## src/rtl/sag_pkg.sv

```systemverilog
package sag_pkg;

   typedef enum logic {
      DIR_POP  = 1'b0,
      DIR_PUSH = 1'b1
   } stk_dir_e;

   // a stack operation goes ahead only for a single strobe in a cycle
   // without a direct register write
   function automatic logic op_accepted(input logic push_i,
                                        input logic pop_i,
                                        input logic sp_wr_i,
                                        input logic ext_wr_i);
      return (push_i ^ pop_i) & ~sp_wr_i & ~ext_wr_i;
   endfunction

endpackage

```

## src/rtl/sag_mode_reg.sv

```systemverilog
module sag_mode_reg #(
   parameter int                 REG_W     = 8,
   parameter int                 RSVD_W    = 5,
   parameter int                 CFG_W     = 2,
   parameter logic [CFG_W-1:0]   BLOCK_CFG = '1
) (
   input  logic             clk,
   input  logic             rst_n,
   input  logic             wr_en,
   input  logic [REG_W-1:0] wr_data,
   input  logic             unlock,
   input  logic [CFG_W-1:0] mem_cfg,
   output logic             mode,
   output logic [REG_W-1:0] ctl_q
);
   localparam int MODE_POS = REG_W - RSVD_W - 1;

   initial begin : p_param_check
      if (MODE_POS < 0) $fatal(1, "sag_mode_reg: no room for the mode bit");
      if (CFG_W < 1)    $fatal(1, "sag_mode_reg: CFG_W must be positive");
   end

   logic mode_r;
   logic set_req;
   logic clr_req;
   logic unused_wd;

   assign unused_wd = ^wr_data;
   assign set_req   = wr_en & unlock &  wr_data[MODE_POS] & (mem_cfg != BLOCK_CFG);
   assign clr_req   = wr_en & unlock & ~wr_data[MODE_POS];

   always_ff @(posedge clk or negedge rst_n) begin
      if (!rst_n)       mode_r <= 1'b0;
      else if (set_req) mode_r <= 1'b1;
      else if (clr_req) mode_r <= 1'b0;
   end

   assign mode = mode_r;

   generate
      if (MODE_POS > 0) begin : g_low_pad
         assign ctl_q = {{RSVD_W{1'b1}}, mode_r, {MODE_POS{1'b0}}};
      end else begin : g_no_pad
         assign ctl_q = {{RSVD_W{1'b1}}, mode_r};
      end
   endgenerate

   // without the timed-access window the mode bit holds
   a_r6_locked_hold: assert property (@(posedge clk) disable iff (!rst_n)
      !$past(unlock) |-> $stable(mode_r));

   // the mode bit never rises out of a blocked memory configuration
   a_r7_no_set_when_blocked: assert property (@(posedge clk) disable iff (!rst_n)
      $rose(mode_r) |-> ($past(mem_cfg) != BLOCK_CFG));

endmodule

```

## src/rtl/sag_pointer.sv

```systemverilog
module sag_pointer #(
   parameter int               PTR_W   = 8,
   parameter int               EXT_USE = 2,
   parameter int               REG_W   = 8,
   parameter logic [PTR_W-1:0] SP_RST  = 8'h07,
   parameter logic [REG_W-1:0] EXT_RST = '0
) (
   input  logic                     clk,
   input  logic                     rst_n,
   input  logic                     op_go,
   input  logic                     op_push,
   input  logic                     wide,
   input  logic                     sp_we,
   input  logic [PTR_W-1:0]         sp_wd,
   input  logic                     ext_we,
   input  logic [REG_W-1:0]         ext_wd,
   output logic [PTR_W-1:0]         sp_q,
   output logic [REG_W-1:0]         ext_q,
   output logic [PTR_W+EXT_USE-1:0] cur_addr,
   output logic [PTR_W+EXT_USE-1:0] inc_addr
);
   localparam int FULL_W = PTR_W + EXT_USE;
   localparam logic [PTR_W-1:0]  ONE_P = 1;
   localparam logic [FULL_W-1:0] ONE_F = 1;

   initial begin : p_param_check
      if (EXT_USE < 1)     $fatal(1, "sag_pointer: EXT_USE must be at least 1");
      if (EXT_USE > REG_W) $fatal(1, "sag_pointer: EXT_USE exceeds register width");
      if (PTR_W != REG_W)  $fatal(1, "sag_pointer: pointer and register widths differ");
   end

   logic [PTR_W-1:0]   sp_r;
   logic [EXT_USE-1:0] ext_lo_r;
   logic [FULL_W-1:0]  wide_cur;
   logic [FULL_W-1:0]  narrow_cur;
   logic [FULL_W-1:0]  wide_inc;
   logic [FULL_W-1:0]  wide_dec;
   logic [PTR_W-1:0]   narrow_inc;
   logic [PTR_W-1:0]   narrow_dec;
   logic [FULL_W-1:0]  dec_addr;
   logic [FULL_W-1:0]  step_addr;

   assign wide_cur   = {ext_lo_r, sp_r};
   assign narrow_cur = {{EXT_USE{1'b0}}, sp_r};
   assign wide_inc   = wide_cur + ONE_F;
   assign wide_dec   = wide_cur - ONE_F;
   assign narrow_inc = sp_r + ONE_P;
   assign narrow_dec = sp_r - ONE_P;

   always_comb begin
      if (wide) begin
         cur_addr = wide_cur;
         inc_addr = wide_inc;
         dec_addr = wide_dec;
      end else begin
         cur_addr = narrow_cur;
         inc_addr = {{EXT_USE{1'b0}}, narrow_inc};
         dec_addr = {{EXT_USE{1'b0}}, narrow_dec};
      end
      step_addr = op_push ? inc_addr : dec_addr;
   end

   always_ff @(posedge clk or negedge rst_n) begin
      if (!rst_n)     sp_r <= SP_RST;
      else if (sp_we) sp_r <= sp_wd;
      else if (op_go) sp_r <= step_addr[PTR_W-1:0];
   end

   always_ff @(posedge clk or negedge rst_n) begin
      if (!rst_n)              ext_lo_r <= EXT_RST[EXT_USE-1:0];
      else if (ext_we)         ext_lo_r <= ext_wd[EXT_USE-1:0];
      else if (op_go && wide)  ext_lo_r <= step_addr[FULL_W-1:PTR_W];
   end

   generate
      if (REG_W > EXT_USE) begin : g_ext_hi
         logic [REG_W-EXT_USE-1:0] ext_hi_r;
         always_ff @(posedge clk or negedge rst_n) begin
            if (!rst_n)      ext_hi_r <= EXT_RST[REG_W-1:EXT_USE];
            else if (ext_we) ext_hi_r <= ext_wd[REG_W-1:EXT_USE];
         end
         assign ext_q = {ext_hi_r, ext_lo_r};
      end else begin : g_ext_full
         assign ext_q = ext_lo_r;
      end
   endgenerate

   assign sp_q = sp_r;

   // a direct pointer write is what reads back next
   a_r10_sp_load: assert property (@(posedge clk) disable iff (!rst_n)
      $past(sp_we) |-> (sp_r == $past(sp_wd)));

   // narrow stack traffic leaves the extension register alone
   a_r2_narrow_ext_hold: assert property (@(posedge clk) disable iff (!rst_n)
      ($past(op_go) && !$past(wide)) |-> $stable(ext_lo_r));

endmodule

```

## src/rtl/sag_access_reg.sv

```systemverilog
module sag_access_reg #(
   parameter int ADDR_W = 10
) (
   input  logic              clk,
   input  logic              rst_n,
   input  logic              op_go,
   input  logic              op_push,
   input  logic              wide,
   input  logic [ADDR_W-1:0] cur_addr,
   input  logic [ADDR_W-1:0] inc_addr,
   output logic              acc_vld,
   output logic              acc_wr,
   output logic [ADDR_W-1:0] acc_addr,
   output logic              acc_sel
);
   import sag_pkg::*;

   stk_dir_e dir;
   assign dir = op_push ? DIR_PUSH : DIR_POP;

   always_ff @(posedge clk or negedge rst_n) begin
      if (!rst_n) acc_vld <= 1'b0;
      else        acc_vld <= op_go;
   end

   always_ff @(posedge clk or negedge rst_n) begin
      if (!rst_n) begin
         acc_wr   <= 1'b0;
         acc_addr <= '0;
         acc_sel  <= 1'b0;
      end else if (op_go) begin
         acc_wr   <= (dir == DIR_PUSH);
         acc_addr <= (dir == DIR_PUSH) ? inc_addr : cur_addr;
         acc_sel  <= wide;
      end
   end

   // the select of a record matches the mode of the cycle that made it
   a_r4_sel_tracks_mode: assert property (@(posedge clk) disable iff (!rst_n)
      acc_vld |-> (acc_sel == $past(wide)));

endmodule

```

## src/rtl/stack_addr_gen.sv

```systemverilog
module stack_addr_gen #(
   parameter int                 PTR_W     = 8,
   parameter int                 EXT_USE   = 2,
   parameter int                 RSVD_W    = 5,
   parameter int                 CFG_W     = 2,
   parameter logic [CFG_W-1:0]   BLOCK_CFG = 2'b11,
   parameter logic [PTR_W-1:0]   SP_RST    = 8'h07,
   localparam int                ADDR_W    = PTR_W + EXT_USE
) (
   input  logic              clk,
   input  logic              rst_n,
   input  logic              push,
   input  logic              pop,
   input  logic              sp_we,
   input  logic [PTR_W-1:0]  sp_wd,
   input  logic              ext_we,
   input  logic [PTR_W-1:0]  ext_wd,
   input  logic              ctl_we,
   input  logic [PTR_W-1:0]  ctl_wd,
   input  logic              ta_open,
   input  logic [CFG_W-1:0]  mem_cfg,
   output logic [PTR_W-1:0]  sp_q,
   output logic [PTR_W-1:0]  ext_q,
   output logic [PTR_W-1:0]  ctl_q,
   output logic              acc_vld,
   output logic              acc_wr,
   output logic [ADDR_W-1:0] acc_addr,
   output logic              acc_sel
);
   import sag_pkg::*;

   logic              op_go;
   logic              mode;
   logic [ADDR_W-1:0] cur_addr;
   logic [ADDR_W-1:0] inc_addr;

   assign op_go = op_accepted(push, pop, sp_we, ext_we);

   sag_mode_reg #(
      .REG_W     (PTR_W),
      .RSVD_W    (RSVD_W),
      .CFG_W     (CFG_W),
      .BLOCK_CFG (BLOCK_CFG)
   ) mode_i (
      .clk     (clk),
      .rst_n   (rst_n),
      .wr_en   (ctl_we),
      .wr_data (ctl_wd),
      .unlock  (ta_open),
      .mem_cfg (mem_cfg),
      .mode    (mode),
      .ctl_q   (ctl_q)
   );

   sag_pointer #(
      .PTR_W   (PTR_W),
      .EXT_USE (EXT_USE),
      .REG_W   (PTR_W),
      .SP_RST  (SP_RST),
      .EXT_RST ('0)
   ) ptr_i (
      .clk      (clk),
      .rst_n    (rst_n),
      .op_go    (op_go),
      .op_push  (push),
      .wide     (mode),
      .sp_we    (sp_we),
      .sp_wd    (sp_wd),
      .ext_we   (ext_we),
      .ext_wd   (ext_wd),
      .sp_q     (sp_q),
      .ext_q    (ext_q),
      .cur_addr (cur_addr),
      .inc_addr (inc_addr)
   );

   sag_access_reg #(
      .ADDR_W (ADDR_W)
   ) acc_i (
      .clk      (clk),
      .rst_n    (rst_n),
      .op_go    (op_go),
      .op_push  (push),
      .wide     (mode),
      .cur_addr (cur_addr),
      .inc_addr (inc_addr),
      .acc_vld  (acc_vld),
      .acc_wr   (acc_wr),
      .acc_addr (acc_addr),
      .acc_sel  (acc_sel)
   );

   // a pop reports the pointer value seen at the port before it moved
   a_r3_pop_uses_old: assert property (@(posedge clk) disable iff (!rst_n)
      ($past(op_go) && $past(pop)) |->
         (acc_addr == $past(mode ? {ext_q[EXT_USE-1:0], sp_q}
                                 : {{EXT_USE{1'b0}}, sp_q})));

   // a wide push from the top of the region wraps to zero
   a_r5_wide_wrap: assert property (@(posedge clk) disable iff (!rst_n)
      ($past(op_go) && $past(push) && $past(mode) && ($past(sp_q) == '1) &&
       ($past(ext_q[EXT_USE-1:0]) == '1)) |->
         ((acc_addr == '0) && (sp_q == '0) && (ext_q[EXT_USE-1:0] == '0)));

   // conflicting requests produce no record
   a_r9_no_record: assert property (@(posedge clk) disable iff (!rst_n)
      ($past(push) && $past(pop)) |-> !acc_vld);

endmodule

```

## config.mk

```make
export PLATFORM = sky130hd
export DESIGN_NAME = stack_addr_gen
export DESIGN_NICKNAME = d
export VERILOG_FILES = /design/src/rtl/sag_pkg.sv /design/src/rtl/sag_mode_reg.sv /design/src/rtl/sag_pointer.sv /design/src/rtl/sag_access_reg.sv /design/src/rtl/stack_addr_gen.sv
export SDC_FILE = /design/constraint.sdc
export NUM_CORES = 1
export LEC_CHECK = 0
export ABC_AREA = 1
export BUFFER_PORTS_ARGS = -buffer_cell sky130_fd_sc_hd__buf_4
export CAP_MARGIN = 20
export CORE_MARGIN = 2
export CORE_UTILIZATION = 51
export CTS_BUF_LIST = sky130_fd_sc_hd__clkbuf_2 sky130_fd_sc_hd__clkbuf_4 sky130_fd_sc_hd__clkbuf_8
export DETAILED_ROUTE_END_ITERATION = 6
export PLACE_DENSITY = 0.83
export RECOVER_POWER = 100
export SETUP_SLACK_MARGIN = 0.5
export SYNTH_ARGS = -nofsm -noshare
export SYNTH_HDL_FRONTEND = slang
export SYNTH_SLANG_ARGS = --single-unit
```

## constraint.sdc

```tcl
create_clock -name clk -period 1.7 [get_ports clk]
set_input_delay 0.085 -clock clk [delete_from_list [all_inputs] [get_ports clk]]
set_output_delay 0.085 -clock clk [all_outputs]
set_load 0.01 [all_outputs]
```

# Word level (Yosys, flattened, before mapping)

Cells that the tools add are included.

Flip-flop bits (word level): 30
Input port bits: 34
Output and inout bits: 37
Word-level logic and storage cells: 39

Add/sub/neg operators: 4
Equal/unequal tests: 1
Muxes and demuxes: 12
Bitwise gates (word level): 10
Reductions and logical operators: 4

Operators with widths:

| kind                  | count |
|---|---|
| $mux 10               | 5 |
| $mux 8                | 2 |
| $add 10x1->10 const B | 1 |
| $sub 10x1->10 const B | 1 |
| $add 8x1->8 const B   | 1 |
| $sub 8x1->8 const B   | 1 |
| $and 1x1->1           | 6 |
| $reduce_bool 2->1     | 3 |
| $mux 2                | 2 |
| $mux 1                | 3 |
| $not 1->1             | 3 |
| $ne 2x2->1 const B    | 1 |
| $logic_and 1x1->1     | 1 |
| $xor 1x1->1           | 1 |

# Depth between registers and ports, before layout

Gate-level depths: netlist of the first run.

Depth in word-level cells: 6
Depth in mapped cells: 10
Mapped depth without buffers: 10

# Modules after synthesis

A second synthesis of the first run with hierarchy kept.

Cell total of the unflattened synthesis: 307
Area, all modules: 2055.7 µm²

Modules (own cells, without submodules):

| module         | instances | cells an instance | area an instance (µm²) |
|---|---|---|---|
| sag_pointer    | 1         | 189               | 1244.9 |
| sag_access_reg | 1         | 94                | 665.6 |
| sag_mode_reg   | 1         | 19                | 123.9 |
| stack_addr_gen | 1         | 5                 | 21.3 |

# Least setup slack after synthesis of the first run

OpenSTA, ideal clock, no wires.

Kind: reg2reg
From: reg ptr_i.sp_r[1] (netlist: ptr_i.sp_q[1])
To: reg ptr_i.sp_r[6] (netlist: ptr_i.sp_q[6])
Library setup time: 0.124 ns
Arrival time: 1.371 ns
Data required time: 1.576 ns
Setup slack: 0.205 ns
Cell stages (with the launch flop): 9
Cells stage by stage: dfstp_2 ha_1 nand2_1 nor2_2 nand2_1 xor2_1 nand2_1 nand3_1 nand3_1

Word-level cells in the longest chain between the ends: 5
Elaborated cells between the ends (all ways): 9
Classes of those cells: add/sub: 4; mux: 5

RTL lines:

| what                                  | line              | source |
|---|---|---|
| start, declared                       | sag_pointer.sv:32 | `logic [PTR_W-1:0] sp_r;` |
| start signal, assigned                | sag_pointer.sv:65 | `else if (sp_we) sp_r <= sp_wd;` |
| start signal, assigned                | sag_pointer.sv:66 | `else if (op_go) sp_r <= step_addr[PTR_W-1:0];` |
| $sub 10x1->10 (tied with other cells) | sag_pointer.sv:46 | `assign wide_dec = wide_cur - ONE_F;` |
| $mux 10                               | sag_pointer.sv:51 | `if (wide) begin` |
| $mux 10 *                             | sag_pointer.sv:60 | `step_addr = op_push ? inc_addr : dec_addr;` |
| $mux 8 *                              | sag_pointer.sv:66 |  |
| $mux 8 *                              | sag_pointer.sv:65 |  |

Mark *: on every way between the ends. The rest lies on a longest branch, timed or not. The select of a mux whose other input is x is not followed.
A chain may end at the register's enable or synchronous reset.

# Worst setup path after layout of the first run

From: reg ptr_i.sp_r[1] (netlist: ptr_i.sp_q[1])
To: reg ptr_i.sp_r[4] (netlist: ptr_i.sp_q[4])

Same word-level chain as after synthesis.

==> results of run 1 <==
-- final timing paths --
path / startpoint / end / slack [ps] / cells after the start
min: ctl_wd[2] / mode_i.mode$_DFFE_PN0P_ / 20 / 3
min reg2reg: ptr_i.g_ext_hi.ext_hi_r[4]$_DFFE_PN0P_ / ptr_i.g_ext_hi.ext_hi_r[4]$_DFFE_PN0P_ / 480 / 2
max reg2reg: ptr_i.sp_q[1]$_DFFE_PN1P_ / ptr_i.sp_q[4]$_DFFE_PN0P_ / 160 / 7
min in group asynchronous: rst_n / acc_i.acc_addr[2]$_DFFE_PN0P_ / 340 / 2
max: ptr_i.sp_q[1]$_DFFE_PN1P_ / ptr_i.sp_q[4]$_DFFE_PN0P_ / 160 / 7
max in group asynchronous: rst_n / ptr_i.g_ext_hi.ext_hi_r[2]$_DFFE_PN0P_ / 890 / 2
-- cell usage after synthesis, drive strengths merged --
cell type	instances
clkbuf	1
or2	2
ha	4
nand3b	1
a21oi	6
buf	14
conb	2
nand2	82
a31oi	2
o21ai	10
o221ai	1
a21o	1
o22ai	1
o211ai	5
dfstp	3
nor3	1
o21bai	1
inv	24
a2bb2oi	2
nand3	28
o21a	1
nor2	20
xor2	2
nand4	3
dfrtp	27
-- state kept, by name, indices dropped and copies added, names as in the netlist --
signal and cells:
acc_i.acc_addr 10, acc_i.acc_sel 1, acc_i.acc_vld 1, acc_i.acc_wr 1
mode_i.mode 1, ptr_i.ext_lo_r 2, ptr_i.g_ext_hi.ext_hi_r 6, ptr_i.sp_q 8
-- worst max-delay path: cells and delay by family, from the launching register on --
kind	cells	cell delay (ps)
flip-flops	1	580
AO/OA/AOI/OAI	3	360
adder cells (fa/ha/maj)	1	220
AND/OR/NAND/NOR	3	290
-- metrics by stage --
stage / hold slack [ps] / setup WS, ps / cells / total power [uW]
global placement: 32.1 / 177 / 337 / 1620
floorplan: -211 / 218 / 249 / 1350
global route: 22.7 / 59.2 / 364 / 2140
CTS: 5.36 / 231 / 362 / 2100
detailed placement: 33.8 / 152 / 337 / 1640
finish: 15.9 / 163 / 364 / 2010
-- cell type report --
cell class	instances	area, um2	area share, %
Clock buffer	7	52.6	2.18
Tap cell	46	57.6	2.38
Multi-Input combinational cell	180	948	39.3
Timing Repair Buffer	77	509	21.1
Inverter	24	92.6	3.83
Sequential cell	30	754	31.2
-- cells by family after synthesis --
| logic type | Yosys count | synth area share, % |
|---|---|---|
| AOI/OAI and AO/OA | 30 | 10.8 |
| xor gates and xnor gates | 2 | 0.937 |
| adders and majority gates | 4 | 2.68 |
| buffers and inverters | 39 | 10.9 |
| DFF | 30 | 40.4 |
| other | 2 | 0.402 |
| and+or+nand+nor | 137 | 33.9 |
-- report_power, final --
| group | internal (uW) | switching (uW) |
|---|---|---|
| logic | 271 | 373 |
| registers | 835 | 111 |
| clock network | 187 | 233 |
-- repair_timing --
item                                    CTS  global route
gates cloned                              0             0
endpoints found under the setup margin   18            22
hold endpoints to repair                 42             0
pin swaps                                 7             7
hold buffers                             14             0
resized for setup                         5             6
buffers inserted                          4             2
-- routing by layer --
metal / global-route usage [%] / part of all wire, % / up-vias
li1: - / - / 922
met1: 27.5 / 43 / 860
met2: 38.3 / 47 / 65
met3: 5.38 / 6.6 / 12
met4: 10.1 / 2.5 / 0
met5: 0 / 0 / -
==> qor.yml, run 1 <==
post-route-period-util_pct: 90.4
cts_buffers: 5
clock_path_buffers: 2
clk_latency_ps: 330
port_buffers: 56
final_cell_area_um2: 2410
min_period_ps: 1540
tritoncts: "built"
start_util_pct: 54.7
core-area_um2: 3420
status: "finished clean"
dpl_cell_area_um2: 2280
synth_area_leaders: "dfrtp_1 36%, nand2_1 16%, nand3_1 6.4%, dfstp_2 4.2%, inv_1 4.2%"
clockRootBuffer: "clkbuf_4"
layout_commonest_cell: "nand2_1"
irDropWorstVdd_mv: 0.466
critPathMaxFanout: 4
yosysWarnings: 0
fillCellCount: 298
worstSetupEndpointType: "flop"
path_class: "flop to flop"
crit_required_ps: 1950
netlist_area_um2: 1870
place.gp.congestion: 0.881
grt_use_total_pct: 22.7
cts.reportedPaths.clkPinSlew_ps: 90
area_delta_synth_final_pct: 29.2
fin_nets: 356
hold_viol_final: 0
htreeDepth: 2
worst_slew_pin_slew_ps: 734
rsz0062_at_grt: "yes"
power.leakage_uw: 0.00120
n_antenna_cell: 0
ys_seq_area_share_pct: 40.4
post_synth.cell_area_avg_um2: 7.66
yosysTopAreaCellShare_pct: 36.1
ys_types: 37
maxCapViolCount: 0
slew_headroom_pct: 51.0
routed_wl_um: 4480
final_cell_mix: "78 x nand2_1, 30 x buf_4, 27 x dfrtp_1, 27 x clkbuf_1, 25 x nand3_1"
fp-row-count: 21
floorplan.die.width_um: 64.5
ys_ff_latch: 30
wl_per_cell_um: 12.3
drc: 0
critPathSlowestCell: "dfstp_2"
antenna_found_initial: 0
start_kind: "flop"
grt_pass1_wl_um: 7290
fin_util_pct: 70.7
cp.arrival_ps: 1790
finalClockSkew_ps: 6.20
avgViaCountPerCell: 5.11
hold_class: "input pin to flop"
place_hpwl_um: 3060
crit_path_max_incr_delay_ps: 580
path_cells: "ha_1 > nand3_1 > o21ai_0 > nand2_1 > o21ai_0 > nand3_1 > o211ai_1"
dr.first_iter.drc_count: 101
synthCells: 244
grt_max_degree: 31
power.density_nw_per_um2: 832
synth_top_cell_by_area: "dfrtp_1"
grt_overflow_total: 0
tns_ps: 0
drt_pass1_iterations: 5
fmax_mhz: 651
setup_violations: 0
io_pins: 71
fp.dieArea_um2: 4170
dieHeight_um: 64.5
vias: 1859
maxSlewViolCount: 0
cts_sinks: 30
grt_pass1_vias: 1757
drive_gt1_share_pct: 23.6
drtAntennaViolNets: 0
(Power assumes the default switching activity.)
==> inputs of run 2 (changes only) <==
--- a/config.mk
+++ b/config.mk
@@ -8,6 +8,7 @@
 export ABC_AREA = 1
 export BUFFER_PORTS_ARGS = -buffer_cell sky130_fd_sc_hd__buf_4
 export CAP_MARGIN = 20
+export CORE_ASPECT_RATIO = 0.7
 export CORE_MARGIN = 2
 export CORE_UTILIZATION = 51
 export CTS_BUF_LIST = sky130_fd_sc_hd__clkbuf_2 sky130_fd_sc_hd__clkbuf_4 sky130_fd_sc_hd__clkbuf_8
==> run 2 against run 1 <==
Net effect:
- core utilization is 2.6 points lower
- fmax is 1.5% lower
- register-to-register slack worse by 20 ps
==> qor.yml, run 2 (synthesized netlist as in run 1, its figures left out) <==
status: "finished clean"
dieHeight_um: 54.7  # -15%
clock_path_buffers: 2  # unchanged
fp-row-count: 18  # -14%
rsz0062_at_grt: "yes"
power.switching_uw: 754  # +5.2%
reg2regPathDepth: 8  # +1
worstSetupEndpointType: "flop"
fin_ws_ps: 140  # -23.3 ps
critPathCapture: "ptr_i.sp_q[6]$_DFFE_PN0P_"
start_kind: "flop"
maxCapViolCount: 0  # unchanged
hold_class: "input pin to flop"
avgViaCountPerCell: 5.03  # -1.5%
power.leakage_uw: 0.00118  # -1.9%
grt_use_total_pct: 22.1  # -0.57 points
final_cell_mix: "73 x nand2_1, 31 x buf_4, 28 x clkbuf_1, 27 x dfrtp_1, 22 x nand3_1"
htreeDepth: 2  # unchanged
r2r_slack_ps: 140  # -20 ps
combinationalPowerShare_pct: 29.1  # -2.9 points
finalClockSkew_ps: 4.89  # -1.32 ps
seqPwrFrac_pct: 43.6  # -3.5 points
hold_viol_final: 0  # unchanged
clk_latency_ps: 280  # -50 ps
drtAntennaViolNets: 0  # unchanged
min_period_ps: 1560  # +23.3 ps
io_pins: 71  # unchanged
regMostFlops: "acc_i.acc_addr"
fp.dieArea_um2: 4170  # +0.18%
busiest_layer: "met2"
vias: 1796  # -3.4%
met1_usage_pct: 28.7  # +1.2 points
routed_wl_um: 4620  # +3.1%
internal_power_uw: 1440  # +11%
n_antenna_cell: 0  # unchanged
maxSlewViolCount: 0  # unchanged
drive_gt1_share_pct: 25.4  # +1.8 points
irDropWorstVdd_mv: 0.589  # +26%
dr.first_iter.drc_count: 129  # +28%
grt_overflow_total: 0  # unchanged
drc: 0  # unchanged
clockRootBuffer: "clkbuf_8"
drt_pass1_iterations: 4  # -1
crit_path_max_incr_delay_ps: 590  # about the same
critPathSlowestCell: "dfstp_2"
wl_per_cell_um: 12.9  # +5.1%
tns_ps: 0  # unchanged
tritoncts: "built"
setup_violations: 0  # unchanged
fin_nets: 344  # -3.4%
worstReg2RegEnd: "ptr_i.sp_q[6]$_DFFE_PN0P_"
area_delta_synth_final_pct: 28.0
place.gp.congestion: 0.947  # +7.4%
slew_headroom_pct: 49.6  # -1.5 points
power_frac_clock_pct: 27.3  # +6.4 points
met2_usage_pct: 37.5  # -0.82 points
dp_worst_setup_slack_ps: 155  # +2.55 ps
fmax_mhz: 641  # -1.5%
port_buffers: 56  # unchanged
path_class: "flop to flop"
fin_util_pct: 68.1  # -2.6 points
cts_sinks: 30  # unchanged
layout_commonest_cell: "nand2_1"
largest_register_ffs: 10  # unchanged
crit_required_ps: 1860  # -90 ps
startpoint: "ptr_i.sp_q[0]$_DFFE_PN1P_"
grt_pass1_vias: 1652  # -6.0%
floorplan.die.width_um: 76.4  # +18%
critPathMaxFanout: 4  # unchanged
p_sw_share_pct: 34.5  # -1.2 points
place_hpwl_um: 3290  # +7.5%
antenna_found_initial: 0  # unchanged
power.density_nw_per_um2: 915  # +9.9%
reg2reg_from: "ptr_i.sp_q[0]$_DFFE_PN1P_"
worst_slew_pin_slew_ps: 757  # +22.3 ps
cts_buffers: 5  # unchanged
cts.reportedPaths.clkPinSlew_ps: 60  # -30 ps
cp.arrival_ps: 1720  # -70 ps
start_util_pct: 53.2  # -1.5 points
grt_pass1_wl_um: 7240  # -0.75%
path_cells: "ha_4 > nand2_4 > nor2_4 > nand2_1 > xor2_2 > nand2_1 > nand3_1 > nand3_1"
core-area_um2: 3510  # +2.9%
grtUsageMet3_pct: 6.11  # +0.72 points
post-route-period-util_pct: 91.8  # +1.4 points
grt_max_degree: 31  # unchanged
-- run 2: what timing repair did --
item                                    in CTS  in global routing
hold buffers                                 4                  0
gates cloned                                 0                  0
endpoints found under the setup margin      19                 21
buffers inserted                             2                  1
endpoints found under the hold margin       29                  0
resized for setup                            7                 12
pin swaps                                    6                  8
-- run 2: stage by stage --
stage	cell area (um2)	hold slack, ps	power [uW]	cells
floorplan	1910	-211	1350	249
global route	2390	16.9	2330	357
CTS	2470	0.145	2280	356
global placement	2300	35.6	1630	342
finish	2390	7.01	2190	357
detailed placement	2300	35.2	1650	342
-- run 2: critical path, delay by kind of cell (launching register included) --
kind	cells	cell delay, ps
flip-flops	1	590
AND/OR/NAND/NOR	6	520
XOR/XNOR	1	180
adder cells (fa/ha/maj)	1	160
-- run 2: area by class of cell --
cell class                 instances  area (um2)
fill                             342        1120
multi-input combinational        180         998
sequential                        30         754
timing repair buffer              65         390
inverter                          24        92.6
clock buffer                       7        90.1
tap                               50        62.6
clock inverter                     1        5.00
-- run 2: power groups by stage --
stage / combinational (uW) / sequential (uW) / clock, uW
6_report: 638 / 954 / 597
5_1_grt: 711 / 972 / 644
4_1_cts: 715 / 952 / 615
3_5_place_dp: 683 / 965 / 0
3_3_place_gp: 666 / 960 / 0
2_1_floorplan: 354 / 995 / 0
-- run 2: routing by layer --
layer / wire, um / vias up
met4: 34 / 0
met5: 0 / -
met2: 2100 / 57
li1: - / 901
met3: 289 / 5
met1: 2190 / 833
-- run 2: worst min path at each step --
stage                     startpoint                                     end  slack [ps]  cells after the start
after floorplan                rst_n           acc_i.acc_addr[0]$_DFFE_PN0P_        -210                      0
after global placement         rst_n           acc_i.acc_addr[4]$_DFFE_PN0P_          40                      1
after detailed placement       rst_n           acc_i.acc_addr[4]$_DFFE_PN0P_          40                      1
after CTS                  ext_wd[4]  ptr_i.g_ext_hi.ext_hi_r[2]$_DFFE_PN0P_         0.1                      3
after global routing       ext_wd[7]  ptr_i.g_ext_hi.ext_hi_r[5]$_DFFE_PN0P_          20                      3
final                      ext_wd[4]  ptr_i.g_ext_hi.ext_hi_r[2]$_DFFE_PN0P_           7                      3
